<file path="src/rtl/orx_pkg.sv">
package orx_pkg;
   typedef enum logic [2:0] {
      RX_IDLE  = 3'd0,
      RX_START = 3'd1,
      RX_DATA  = 3'd2,
      RX_STOP  = 3'd3,
      RX_DRAIN = 3'd4
   } rx_state_t;
endpackage

</file>
<file path="src/rtl/orx_line_cond.sv">
module orx_line_cond #(
   parameter int SYNC_STAGES = 2,
   parameter int FILT_W      = 2,
   parameter bit USE_FILTER  = 1'b1
) (
   input  logic clk,
   input  logic rst_n,
   input  logic tick,
   input  logic line_i,
   output logic bit_o
);
   localparam logic [FILT_W-1:0] CNT_TOP = '1;

   logic [SYNC_STAGES-1:0] sync_q;
   logic                   sync_bit;

   always_ff @(posedge clk or negedge rst_n) begin
      if (!rst_n) sync_q <= '1;
      else if (tick) sync_q <= {sync_q[SYNC_STAGES-2:0], line_i};
   end

   assign sync_bit = sync_q[SYNC_STAGES-1];

   generate
      if (USE_FILTER) begin : g_filter
         logic [FILT_W-1:0] cnt_q;
         logic              bit_q;
         always_ff @(posedge clk or negedge rst_n) begin
            if (!rst_n) begin
               cnt_q <= CNT_TOP;
               bit_q <= 1'b1;
            end else if (tick) begin
               if (sync_bit && cnt_q != CNT_TOP) cnt_q <= cnt_q + 1'b1;
               else if (!sync_bit && cnt_q != '0) cnt_q <= cnt_q - 1'b1;
               if (cnt_q == CNT_TOP) bit_q <= 1'b1;
               else if (cnt_q == '0) bit_q <= 1'b0;
            end
         end
         assign bit_o = bit_q;
      end else begin : g_direct
         logic bit_q;
         always_ff @(posedge clk or negedge rst_n) begin
            if (!rst_n) bit_q <= 1'b1;
            else if (tick) bit_q <= sync_bit;
         end
         assign bit_o = bit_q;
      end
   endgenerate
endmodule

</file>
<file path="src/rtl/orx_bit_timer.sv">
module orx_bit_timer #(
   parameter int OVS_LOG2 = 3
) (
   input  logic clk,
   input  logic rst_n,
   input  logic tick,
   input  logic realign,
   output logic boundary
);
   localparam logic [OVS_LOG2-1:0] HALF = OVS_LOG2'(1 << (OVS_LOG2 - 1));
   localparam logic [OVS_LOG2-1:0] LAST = '1;

   logic [OVS_LOG2-1:0] spc_q;

   always_ff @(posedge clk or negedge rst_n) begin
      if (!rst_n) spc_q <= '0;
      else if (tick) begin
         if (realign) spc_q <= HALF;
         else spc_q <= spc_q + 1'b1;
      end
   end

   assign boundary = (spc_q == LAST);
endmodule

</file>
<file path="src/rtl/orx_frame_fsm.sv">
module orx_frame_fsm #(
   parameter int DATA_W = 8
) (
   input  logic                  clk,
   input  logic                  rst_n,
   input  logic                  tick,
   input  logic                  boundary,
   input  logic                  bit_i,
   output logic                  realign,
   output orx_pkg::rx_state_t    state_o,
   output logic [DATA_W-1:0]     data_o,
   output logic                  ready_o
);
   import orx_pkg::*;

   localparam int IDX_W = (DATA_W > 1) ? $clog2(DATA_W) : 1;
   localparam logic [IDX_W-1:0] IDX_LAST = IDX_W'(DATA_W - 1);

   rx_state_t         state_q;
   logic [IDX_W-1:0]  idx_q;
   logic [DATA_W-1:0] shr_q;
   logic              rdy_q;

   assign realign = (state_q == RX_IDLE) && !bit_i;

   always_ff @(posedge clk or negedge rst_n) begin
      if (!rst_n) begin
         state_q <= RX_IDLE;
         idx_q   <= '0;
         shr_q   <= '0;
         rdy_q   <= 1'b0;
      end else begin
         rdy_q <= 1'b0;
         if (tick) begin
            case (state_q)
               RX_IDLE: if (!bit_i) state_q <= RX_START;
               RX_START: if (boundary) begin
                  idx_q   <= '0;
                  state_q <= bit_i ? RX_IDLE : RX_DATA;
               end
               RX_DATA: if (boundary) begin
                  shr_q <= {bit_i, shr_q[DATA_W-1:1]};
                  if (idx_q == IDX_LAST) state_q <= RX_STOP;
                  else idx_q <= idx_q + 1'b1;
               end
               RX_STOP: if (boundary) begin
                  if (bit_i) begin
                     rdy_q   <= 1'b1;
                     state_q <= RX_IDLE;
                  end else state_q <= RX_DRAIN;
               end
               RX_DRAIN: if (bit_i) state_q <= RX_IDLE;
               default: state_q <= RX_IDLE;
            endcase
         end
      end
   end

   assign state_o = state_q;
   assign data_o  = shr_q;
   assign ready_o = rdy_q;
endmodule

</file>
<file path="src/rtl/orx_receiver.sv">
module orx_receiver #(
   parameter int DATA_W      = 8,
   parameter int OVS_LOG2    = 3,
   parameter int SYNC_STAGES = 2,
   parameter int FILT_W      = 2,
   parameter bit USE_FILTER  = 1'b1
) (
   input  logic              clk,
   input  logic              rst_n,
   input  logic              os_tick,
   input  logic              rx_line,
   output logic [DATA_W-1:0] rx_data,
   output logic              rx_valid
);
   generate
      if (DATA_W < 2)      begin : g_bad_data $error("DATA_W must be at least 2"); end
      if (OVS_LOG2 < 2)    begin : g_bad_ovs  $error("OVS_LOG2 must be at least 2"); end
      if (SYNC_STAGES < 2) begin : g_bad_sync $error("SYNC_STAGES must be at least 2"); end
      if (FILT_W < 1)      begin : g_bad_filt $error("FILT_W must be at least 1"); end
   endgenerate

   logic               clean_bit;
   logic               realign;
   logic               boundary;
   orx_pkg::rx_state_t state_q;

   orx_line_cond #(
      .SYNC_STAGES(SYNC_STAGES),
      .FILT_W     (FILT_W),
      .USE_FILTER (USE_FILTER)
   ) u_cond (
      .clk   (clk),
      .rst_n (rst_n),
      .tick  (os_tick),
      .line_i(rx_line),
      .bit_o (clean_bit)
   );

   orx_bit_timer #(.OVS_LOG2(OVS_LOG2)) u_timer (
      .clk     (clk),
      .rst_n   (rst_n),
      .tick    (os_tick),
      .realign (realign),
      .boundary(boundary)
   );

   orx_frame_fsm #(.DATA_W(DATA_W)) u_fsm (
      .clk     (clk),
      .rst_n   (rst_n),
      .tick    (os_tick),
      .boundary(boundary),
      .bit_i   (clean_bit),
      .realign (realign),
      .state_o (state_q),
      .data_o  (rx_data),
      .ready_o (rx_valid)
   );
endmodule

</file>
<file path="config.mk">
export PLATFORM = sky130hd
export DESIGN_NAME = orx_receiver
export DESIGN_NICKNAME = d
export VERILOG_FILES = /design/src/rtl/orx_pkg.sv /design/src/rtl/orx_line_cond.sv /design/src/rtl/orx_bit_timer.sv /design/src/rtl/orx_frame_fsm.sv /design/src/rtl/orx_receiver.sv
export SDC_FILE = /design/constraint.sdc
export NUM_CORES = 1
export LEC_CHECK = 0
export BUFFER_PORTS_ARGS = -buffer_cell sky130_fd_sc_hd__buf_2
export CAP_MARGIN = 20
export CORE_ASPECT_RATIO = 0.7
export CORE_UTILIZATION = 50
export CTS_CLUSTER_SIZE = 12
export DETAILED_ROUTE_END_ITERATION = 12
export GPL_TIMING_DRIVEN = 0
export PLACE_DENSITY = 0.66
export RECOVER_POWER = 50
export SLEW_MARGIN = 5
export SYNTH_ARGS = -nofsm -noshare
export SYNTH_HDL_FRONTEND = slang
export SYNTH_SLANG_ARGS = --single-unit
</file>
<file path="constraint.sdc">
create_clock -name clk -period 3.6 [get_ports clk]
set_input_delay 0.72 -clock clk [delete_from_list [all_inputs] [get_ports clk]]
set_output_delay 0.72 -clock clk [all_outputs]
set_load 0.01 [all_outputs]
</file>
==> results of run 1 <==
[cells by family after synthesis]
| group | Yosys count | share of synthesized area [%] |
|---|---|---|
| AND/OR/NAND/NOR | 17 | 11.0 |
| buffers and inverters | 9 | 4.99 |
| AO/OA/AOI/OAI | 17 | 11.3 |
| multiplexers | 12 | 11.9 |
| flip-flops | 23 | 51.6 |
| adder cells (fa/ha/maj) | 7 | 7.76 |
| XOR/XNOR | 2 | 1.55 |
[cell type report]
| class | instances | area [um2] |
|---|---|---|
| Tap cell | 30 | 37.5 |
| Timing Repair Buffer | 12 | 57.6 |
| Fill cell | 166 | 737 |
| Clock buffer | 3 | 22.5 |
| Sequential cell | 23 | 582 |
| Clock inverter | 1 | 5.00 |
| Buffer | 4 | 33.8 |
| Inverter | 5 | 18.8 |
| Multi-Input combinational cell | 55 | 490 |
[cell usage in the layout (no fill, tap or decap)]
cell        n
o22a_1      1
o2111ai_1   1
ha_1        7
nor3_1      2
dfrtp_1    18
o2bb2ai_1   2
nand3_1     1
inv_1       5
a21boi_0    1
buf_2      10
dfstp_2     5
nand3b_1    1
mux2i_1     1
nor3b_2     1
a22o_1      2
o41ai_1     2
a21o_2      1
buf_4       1
nor2_1      3
clkinv_2    1
and4bb_2    1
a41oi_1     1
nor2_4      1
clkbuf_1    3
xnor2_1     2
mux2_2     11
nand4_4     1
nor2b_1     2
a31oi_1     2
nand2_1     3
buf_6       2
clkbuf_4    3
nor4b_1     1
o21ai_0     4
[state kept, by name (all words and copies together), names as in the netlist]
name and cells:
u_fsm.data_o 8, u_fsm.idx_q 3, u_fsm.state_o 3, u_timer.spc_q 3, u_cond.g_filter.cnt_q 2, u_cond.sync_q 2, u_cond.bit_o 1, u_fsm.ready_o 1
[how the worst max path moves through the flow]
stage	startpoint	slack (ns)	depth (start not counted)	end
2_1_floorplan	u_fsm.idx_q[0]$_DFFE_PN0P_	2.12	5	u_fsm.idx_q[0]$_DFFE_PN0P_
3_3_place_gp	os_tick	1.95	4	u_fsm.idx_q[0]$_DFFE_PN0P_
3_5_place_dp	os_tick	1.93	4	u_fsm.idx_q[0]$_DFFE_PN0P_
4_1_cts	u_fsm.idx_q[0]$_DFFE_PN0P_	1.98	5	u_fsm.idx_q[0]$_DFFE_PN0P_
5_1_grt	os_tick	1.75	5	u_timer.spc_q[2]$_DFFE_PN0P_
6_report	os_tick	1.84	5	u_timer.spc_q[2]$_DFFE_PN0P_
[metrics by stage]
step | worst slack (ns) | power [mW]
6_report | 1.84 | 0.832
2_1_floorplan | 2.12 | 0.648
3_5_place_dp | 1.93 | 0.725
4_1_cts | 1.98 | 0.842
3_3_place_gp | 1.95 | 0.708
5_1_grt | 1.75 | 0.898
[power by group]
part / switching, mW / leakage [nW] / total [mW] / internal [mW]
sequential: 0.0524 / 0.286 / 0.397 / 0.344
combinational: 0.160 / 0.294 / 0.320 / 0.160
clock: 0.0731 / 0.0177 / 0.115 / 0.0415
[per-layer routing]
metal	up-vias	part of all wire [%]	GRT usage, %
met4	0	0.81	4.29
met2	14	43	25.2
li1	345	-	-
met1	339	51	23.2
met5	-	0	0
met3	2	4.5	6.54
==> run_results.csv, run 1 <==
group,metric,value,unit
global_routing,grt_pass1_vias,714,
die,core,1980,um2
critical_path,critPathArrivalTime,1.97,ns
synth,ys_warn_count,0,
critical_path,worstSetupStartpointType,"input port",
pwr,peakVddDrop,0.364,mV
detailed_routing,first_pass_iters,4,
finish,final_util,62.9,%
detailed_routing,avgRoutedWirePerCell,13.0,um
pwr,power.leakage,0.598,nW
critical_path,r2r_slack,1.99,ns
hold_path,hold_class,"flop to flop",
detailed_routing,drc,0,
sta,rsz0062_at_grt,"no",
detailed_routing,drt-initial-drc-count,25,
detailed_routing,wirelength,1.72,mm
finish,drive_above_1_share,36.9,%
die,die_area,2450,um2
synth,synth.avg_cell_area,13.0,um2
finish,fin_area,1250,um2
synth,synth_area,1130,um2
critical_path,cp_common_cell,"clkbuf_1",
critical_path,max_stage_delay,0.38,ns
synth,syn-instance-count,87,
sta,fin_skew,0.00424,ns
synth,ys.flop_type,"dfrtp_1",
synth,synth.top_cells.by_count,"18 x dfrtp_1, 11 x mux2_2, 7 x ha_1, 5 x dfstp_2",
clocking,cts_sinks,23,
clocking,cts_setup_buffers,0,
die,pin_count,13,
global_routing,antenna_found_initial,0,
clocking,clock_latency,0.31,ns
critical_path,worst_ep_required_time,3.80,ns
clocking,numCtsBuffers,3,
detailed_routing,ant_nets,0,
sta,fmax,0.567,GHz
global_routing,grt_max_degree,24,
finish,stdcell_count,133,
critical_path,reg2regPathDepth,5,
synth,synth_seq_cells,23,
synth,synth_seq_area_share,51.6,%
global_routing,grt_use_total,17.0,%
sta,fin_crit,1.76,ns
die,die_h,41.8,um
synth,synth.most_common_cell,"dfrtp_1",
run_status,outcome,"finished clean",
synth,synth-async-reset-ratio,100,%
sta,max-slew-margin-rel,22.1,%
clocking,cts-resized-gates,0,
finish,areaGrowthSynthToFinish,10.5,%
sta,hold_viol,0,
critical_path,r2r-start,"u_fsm.idx_q[0]$_DFFE_PN0P_",
sta,fin_crit_sh,49.0,%
sta,slew_viol_final,0,
global_routing,grt_first_pass_wirelength,3.11,mm
hold_path,hold_depth,1,
clocking,clockBufferDepth,2,
clocking,cts.clk_slew.worst_paths,0.11,ns
sta,hold_slack,0.492,ns
synth,yosysUniqueCellTypes,31,
synth,syn_nets,98,
pwr,pwr_density_cell,667,nW/um2
detailed_routing,avgViaCountPerCell,5.26,
critical_path,slowest_stage,"clkbuf_1",
clocking,hold_buffers,0,
finish,num_antenna_cells,0,
sta,tns,0,ns
critical_path,worstSetupEndpointType,"flop",
die,die_w,58.8,um
sta,setup_viol,0,
critical_path,critical_path.top_delay_family,"buffers and inverters",
die,initial_utilization,56.9,%
critical_path,crit_buf_inv,3,
die,num_rows,13,
synth,synth_top_cell_by_area,"dfrtp_1",
synth,yosys-top-cells-area,"dfrtp_1 40%, dfstp_2 12%, mux2_2 11%",
clocking,root_buffer,"clkbuf_4",
global_routing,grt_overflow_total,0,
hold_path,worstHoldStart,"u_timer.spc_q[0]$_DFFE_PN0P_",
run,drv_cap,0,
critical_path,critical_path_class,"input port to flop",
placed_design,place_congestion,0.751,
sta,tightest_slew,1.17,ns
finish,num-nets-final,115,
clocking,htreeDepth,1,
placed_design,io_buffers,12,
clocking,cts_tree,"yes",
synth,synth_edf_count,0,
synth,synth_top_area_share,39.9,%
critical_path,path_cells,"clkbuf_1 -> clkbuf_1 -> inv_1 -> a21o_2 -> o22a_1",
placed_design,numPlacedInstances,129,
critical_path,r2r-end,"u_fsm.idx_q[0]$_DFFE_PN0P_",
detailed_routing,num_vias,700,
hold_path,min_to,"u_timer.spc_q[0]$_DFFE_PN0P_",
critical_path,path_max_fanout,10,
placed_design,dpl_cell_area,1230,um2
No activity file was read; power rests on OpenSTA's default activity.
==> run 2, diff against run 1 <==
==> constraint.sdc (replaced) <==
create_clock -name clk -period 1.7 [get_ports clk]
set_input_delay 0.34 -clock clk [delete_from_list [all_inputs] [get_ports clk]]
set_output_delay 0.34 -clock clk [all_outputs]
set_load 0.01 [all_outputs]
==> run 2 against run 1 <==
Net effect:
- final area is 1.0% higher
- sequential share of layout area fell by 0.46 points
- register-to-register slack lost 1.9 ns
- worst hold slack got worse by 0.23 ns
- die area unchanged
- sequential power increased by 110%
- clock skew rose by 0.0013 ns
- routed wire length unchanged
- global-route usage is the same
- first-iteration DRC count shrank 8.0%
- combinational power increased by 110%
- critical path type is now flop to flop
==> run_results.csv, run 2 (synthesis gave the netlist of run 1 again) <==
group,metric,value,unit
run_status,outcome,"finished clean",
placed_design,numPlacedInstances,129,
detailed_routing,avgViaCountPerCell,5.25,
clocking,cts_sinks,23,
critical_path,critPathArrivalTime,1.80,ns
critical_path,r2r-start,"u_fsm.idx_q[0]$_DFFE_PN0P_",
clocking,numCtsBuffers,3,
critical_path,r2r-end,"u_fsm.idx_q[0]$_DFFE_PN0P_",
clocking,clockBufferDepth,2,
sta,tightest_slew,0.542,ns
finish,fin_area,1260,um2
detailed_routing,drt-initial-drc-count,23,
global_routing,grt_first_pass_wirelength,3.11,mm
placed_design,place_congestion,0.751,
critical_path,critical_path_class,"flop to flop",
pwr,power,1.75,mW
finish,stdcell_count,134,
die,core,1980,um2
global_routing,grt_overflow_total,0,
sta,fmax,0.624,GHz
clocking,root_buffer,"clkbuf_4",
placed_design,io_buffers,12,
sta,fin_skew,0.00556,ns
pwr,pwr_density_cell,1390,nW/um2
pwr,p_clk_share,13.7,%
placed_design,pre_cts_ws,0.0959,ns
detailed_routing,num_vias,703,
hold_path,min_to,"u_cond.sync_q[0]$_DFFE_PN1P_",
finish,num_antenna_cells,0,
global_routing,grt_max_degree,24,
detailed_routing,avgRoutedWirePerCell,12.9,um
die,pin_count,13,
die,die_h,41.8,um
critical_path,r2r_slack,0.1,ns
pwr,intPower,1.15,mW
pwr,p_sw,0.605,mW
sta,hold_viol,0,
hold_path,hold_class,"input port to flop",
hold_path,worstHoldStart,"rx_line",
run,drv_cap,0,
clocking,htreeDepth,1,
clocking,cts_setup_buffers,0,
sta,setup_ws,0.0964,ns
sta,fin_crit_sh,94.3,%
detailed_routing,first_pass_iters,4,
pwr,p_sw_share,34.5,%
clocking,clock_latency,0.30,ns
detailed_routing,wirelength,1.72,mm
hold_path,hold_depth,2,
finish,mostFrequentLayoutCells,"18 x dfrtp_1, 11 x mux2_2, 11 x buf_2",
critical_path,reg2regPathDepth,5,
critical_path,critical_path.top_delay_family,"adder cells",
critical_path,crit_buf_inv,0,
sta,slew_viol_final,0,
detailed_routing,ant_nets,0,
finish,final_common_cell,"dfrtp_1",
global_routing,grt_pass1_vias,714,
pwr,comb_power_share,38.4,%
critical_path,path_cells,"ha_1 -> ha_1 -> nor3b_2 -> o2111ai_1 -> mux2_2",
critical_path,cp_common_cell,"ha_1",
critical_path,path_max_fanout,3,
sta,max-slew-margin-rel,63.8,%
global_routing,grt_use_total,17.0,%
die,num_rows,13,
critical_path,worstSetupStartpointType,"flop",
die,initial_utilization,56.9,%
die,die_w,58.8,um
placed_design,dpl_cell_area,1230,um2
clocking,cts_tree,"yes",
critical_path,slowest_stage,"dfrtp_1",
global_routing,antenna_found_initial,0,
pwr,power.leakage,0.606,nW
clocking,cts.clk_slew.worst_paths,0.11,ns
sta,tns,0,ns
die,die_area,2450,um2
critical_path,worstSetupEndpointType,"flop",
critical_path,max_stage_delay,0.40,ns
pwr,peakVddDrop,0.765,mV
detailed_routing,drc,0,
critical_path,worst_ep_required_time,1.90,ns
sta,fin_crit,1.60,ns
finish,areaGrowthSynthToFinish,11.6,%
finish,drive_above_1_share,38.5,%
sta,rsz0062_at_grt,"no",
pwr,pwr-share-seq,47.8,%
finish,largest_reg_flops,8,
finish,num-nets-final,116,
sta,setup_viol,0,
==> run 2: worst max-delay path by stage <==
stage	to	from	cells past startpoint	slack (ns)
after floorplan	u_fsm.idx_q[0]$_DFFE_PN0P_	u_fsm.idx_q[0]$_DFFE_PN0P_	5	0.22
after global placement	u_fsm.idx_q[0]$_DFFE_PN0P_	u_fsm.idx_q[0]$_DFFE_PN0P_	5	0.15
after detailed placement	u_fsm.idx_q[0]$_DFFE_PN0P_	u_fsm.idx_q[0]$_DFFE_PN0P_	5	0.1
after CTS	u_fsm.idx_q[0]$_DFFE_PN0P_	u_fsm.idx_q[0]$_DFFE_PN0P_	5	0.08
after global routing	u_fsm.idx_q[0]$_DFFE_PN0P_	u_fsm.idx_q[0]$_DFFE_PN0P_	5	0.02
final	u_fsm.idx_q[0]$_DFFE_PN0P_	u_fsm.idx_q[0]$_DFFE_PN0P_	5	0.1
==> run 2: power groups by stage <==
stage	Combinational [mW]	Sequential [mW]	Clock, mW
after floorplan	0.530	0.843	0
after global placement	0.656	0.843	0
after detailed placement	0.686	0.850	0
after CTS	0.689	0.839	0.257
after global routing	0.753	0.862	0.278
final	0.674	0.839	0.241
==> run 2: metal layers <==
metal  up-vias  wire length (um)  global-route usage (%)
li1        349                 -                       -
met1       335               870                    23.2
met2        17               745                    25.2
met3         2                93                    6.54
met4         0                13                    4.29
met5         -                 0                       0
==> run 2: stage by stage <==
| stage | hold WS (ns) | utilization (%) |
|---|---|---|
| after floorplan | 0.0444 | - |
| after global placement | 0.332 | 61.8 |
| after detailed placement | 0.332 | 61.8 |
| after CTS | 0.252 | 63.7 |
| after global routing | 0.245 | 63.5 |
| final | 0.266 | 63.5 |
==> run 2: layout make-up <==
| class | instances | area [um2] |
|---|---|---|
| multi-input combinational | 55 | 490 |
| buffer | 4 | 33.8 |
| clock buffer | 3 | 22.5 |
| fill | 165 | 724 |
| timing repair buffer | 13 | 70.1 |
| inverter | 5 | 18.8 |
| sequential | 23 | 582 |
| tap | 30 | 37.5 |
| clock inverter | 1 | 5.00 |
==> run 2: worst register-to-register path, cell delays in order (launching register included) <==
cell,delay (ns)
dfrtp_1,0.40
ha_1,0.20
ha_1,0.22
nor3b_2,0.16
o2111ai_1,0.20
mux2_2,0.31
==> run 2: what timing repair did <==
item | 4_1_cts | 5_1_grt
hold buffers | 1 | 0
gates resized for setup | 0 | 0
endpoints found under the hold margin | 18 | 0
==> run 3, diff against run 2 <==
--- a/config.mk
+++ b/config.mk
@@ -13,7 +13,7 @@
 export DETAILED_ROUTE_END_ITERATION = 12
 export GPL_TIMING_DRIVEN = 0
 export PLACE_DENSITY = 0.66
-export RECOVER_POWER = 50
+export RECOVER_POWER = 100
 export SLEW_MARGIN = 5
 export SYNTH_ARGS = -nofsm -noshare
 export SYNTH_HDL_FRONTEND = slang
==> run 3 against run 2 <==
Net effect:
- count of clock-buffer cells in the layout unchanged
- final area down 1.6%
- routed wire length up 2.0%
- sequential share of layout area up 0.75 points
- critical endpoint unchanged
- worst hold slack worse by 0.0024 ns
==> run_results.csv, run 3 (synthesis gave the netlist of run 1 again) <==
group,metric,value,unit
die,initial_utilization,56.9,%
critical_path,path_max_fanout,3,
finish,mostFrequentLayoutCells,"18 x dfrtp_1, 11 x mux2_2, 10 x clkbuf_1",
placed_design,place_congestion,0.751,
sta,tightest_slew,0.539,ns
clocking,htreeDepth,1,
global_routing,antenna_found_initial,0,
critical_path,reg2regPathDepth,5,
pwr,pwr-share-seq,48.3,%
global_routing,grt_pass1_vias,714,
clocking,root_buffer,"clkbuf_4",
pwr,p_clk_share,14.0,%
critical_path,worstSetupStartpointType,"flop",
clocking,cts_tree,"yes",
pwr,p_sw,0.598,mW
critical_path,r2r_slack,0.1,ns
finish,num_antenna_cells,0,
critical_path,critical_path_class,"flop to flop",
sta,hold_viol,0,
finish,stdcell_count,134,
sta,fin_skew,0.00334,ns
finish,num-nets-final,116,
detailed_routing,ant_nets,0,
pwr,power.leakage,0.572,nW
critical_path,r2r-end,"u_fsm.idx_q[0]$_DFFE_PN0P_",
detailed_routing,avgRoutedWirePerCell,13.1,um
finish,fill_cells,174,
sta,max-slew-margin-rel,64.0,%
die,num_rows,13,
finish,drive_above_1_share,27.9,%
pwr,p_sw_share,34.6,%
global_routing,grt_first_pass_wirelength,3.11,mm
finish,areaGrowthSynthToFinish,9.87,%
placed_design,io_buffers,12,
die,pin_count,13,
clocking,cts_sinks,23,
sta,rsz0062_at_grt,"no",
hold_path,hold_class,"input port to flop",
placed_design,numPlacedInstances,129,
pwr,peakVddDrop,0.757,mV
pwr,intPower,1.13,mW
finish,final_util,62.5,%
detailed_routing,avgViaCountPerCell,5.27,
detailed_routing,wirelength,1.76,mm
critical_path,worstSetupEndpointType,"flop",
global_routing,grt_overflow_total,0,
finish,largest_reg_flops,8,
hold_path,worstHoldStart,"rx_line",
pwr,comb_power_share,37.7,%
hold_path,hold_depth,2,
sta,tns,0,ns
run_status,outcome,"finished clean",
clocking,cts.clk_slew.worst_paths,0.11,ns
run,drv_cap,0,
pwr,pwr_density_cell,1400,nW/um2
sta,fin_crit,1.60,ns
sta,slew_viol_final,0,
sta,hold_slack,0.264,ns
clocking,cts-resized-gates,0,
die,die_area,2450,um2
die,die_w,58.8,um
clocking,hold_buffers,1,
detailed_routing,num_vias,706,
critical_path,r2r-start,"u_fsm.idx_q[0]$_DFFE_PN0P_",
finish,final_common_cell,"dfrtp_1",
detailed_routing,first_pass_iters,4,
clocking,clockBufferDepth,2,
clocking,numCtsBuffers,3,
sta,fin_crit_sh,94.4,%
sta,setup_viol,0,
clocking,clock_latency,0.30,ns
hold_path,min_to,"u_cond.sync_q[0]$_DFFE_PN1P_",
clocking,cts_setup_buffers,0,
detailed_routing,drt-initial-drc-count,23,
critical_path,worst_ep_required_time,1.90,ns
die,core,1980,um2
detailed_routing,drc,0,
critical_path,critPathArrivalTime,1.81,ns
die,die_h,41.8,um
sta,fmax,0.623,GHz
global_routing,grt_use_total,17.0,%
global_routing,grt_max_degree,24,
-- run 3: layout make-up --
type	count	area (um2)	share of cell area [%]
plain buffers	4	33.8	2.72
clock buffers	3	22.5	1.82
clock inverters	1	5.00	0.404
inverters	5	18.8	1.51
multi-input cells	55	482	38.8
flip-flops and latches	23	582	46.9
well taps	30	37.5	3.03
repair buffers	13	58.8	4.74
-- run 3: per-layer routing --
layer	GRT usage, %	vias to the layer above	wire [um]
li1	-	351	-
met1	23.2	341	901
met2	25.2	12	776
met3	6.54	2	65
met4	4.29	0	13
met5	0	-	0
-- run 3: critical path, cell delays in order, from the launching register on --
cell       delay (ns)
dfrtp_1          0.40
ha_1             0.20
ha_1             0.22
nor3b_2          0.16
o2111ai_1        0.20
mux2_2           0.31
-- run 3: worst max-delay path by stage --
stage                                    start                         end  slack [ns]  depth (start not counted)
floorplan           u_fsm.idx_q[0]$_DFFE_PN0P_  u_fsm.idx_q[0]$_DFFE_PN0P_        0.22                          5
global placement    u_fsm.idx_q[0]$_DFFE_PN0P_  u_fsm.idx_q[0]$_DFFE_PN0P_        0.15                          5
detailed placement  u_fsm.idx_q[0]$_DFFE_PN0P_  u_fsm.idx_q[0]$_DFFE_PN0P_         0.1                          5
CTS                 u_fsm.idx_q[0]$_DFFE_PN0P_  u_fsm.idx_q[0]$_DFFE_PN0P_        0.08                          5
global route        u_fsm.idx_q[0]$_DFFE_PN0P_  u_fsm.idx_q[0]$_DFFE_PN0P_        0.02                          5
finish              u_fsm.idx_q[0]$_DFFE_PN0P_  u_fsm.idx_q[0]$_DFFE_PN0P_         0.1                          5
-- run 3: power by group through the flow --
| stage | logic (mW) | clock network [mW] | registers (mW) |
|---|---|---|---|
| after floorplan | 0.530 | 0 | 0.843 |
| after global placement | 0.656 | 0 | 0.843 |
| after detailed placement | 0.686 | 0 | 0.850 |
| after CTS | 0.689 | 0.257 | 0.839 |
| after global routing | 0.728 | 0.278 | 0.859 |
| final | 0.651 | 0.242 | 0.836 |
-- run 3: metrics by stage --
| stage | power (mW) | setup slack [ns] | area [um2] |
|---|---|---|---|
| 2_1_floorplan | 1.37 | 0.221 | 1130 |
| 3_3_place_gp | 1.50 | 0.153 | 1230 |
| 3_5_place_dp | 1.54 | 0.0959 | 1230 |
| 4_1_cts | 1.78 | 0.0751 | 1260 |
| 5_1_grt | 1.86 | 0.0166 | 1240 |
| 6_report | 1.73 | 0.0960 | 1240 |
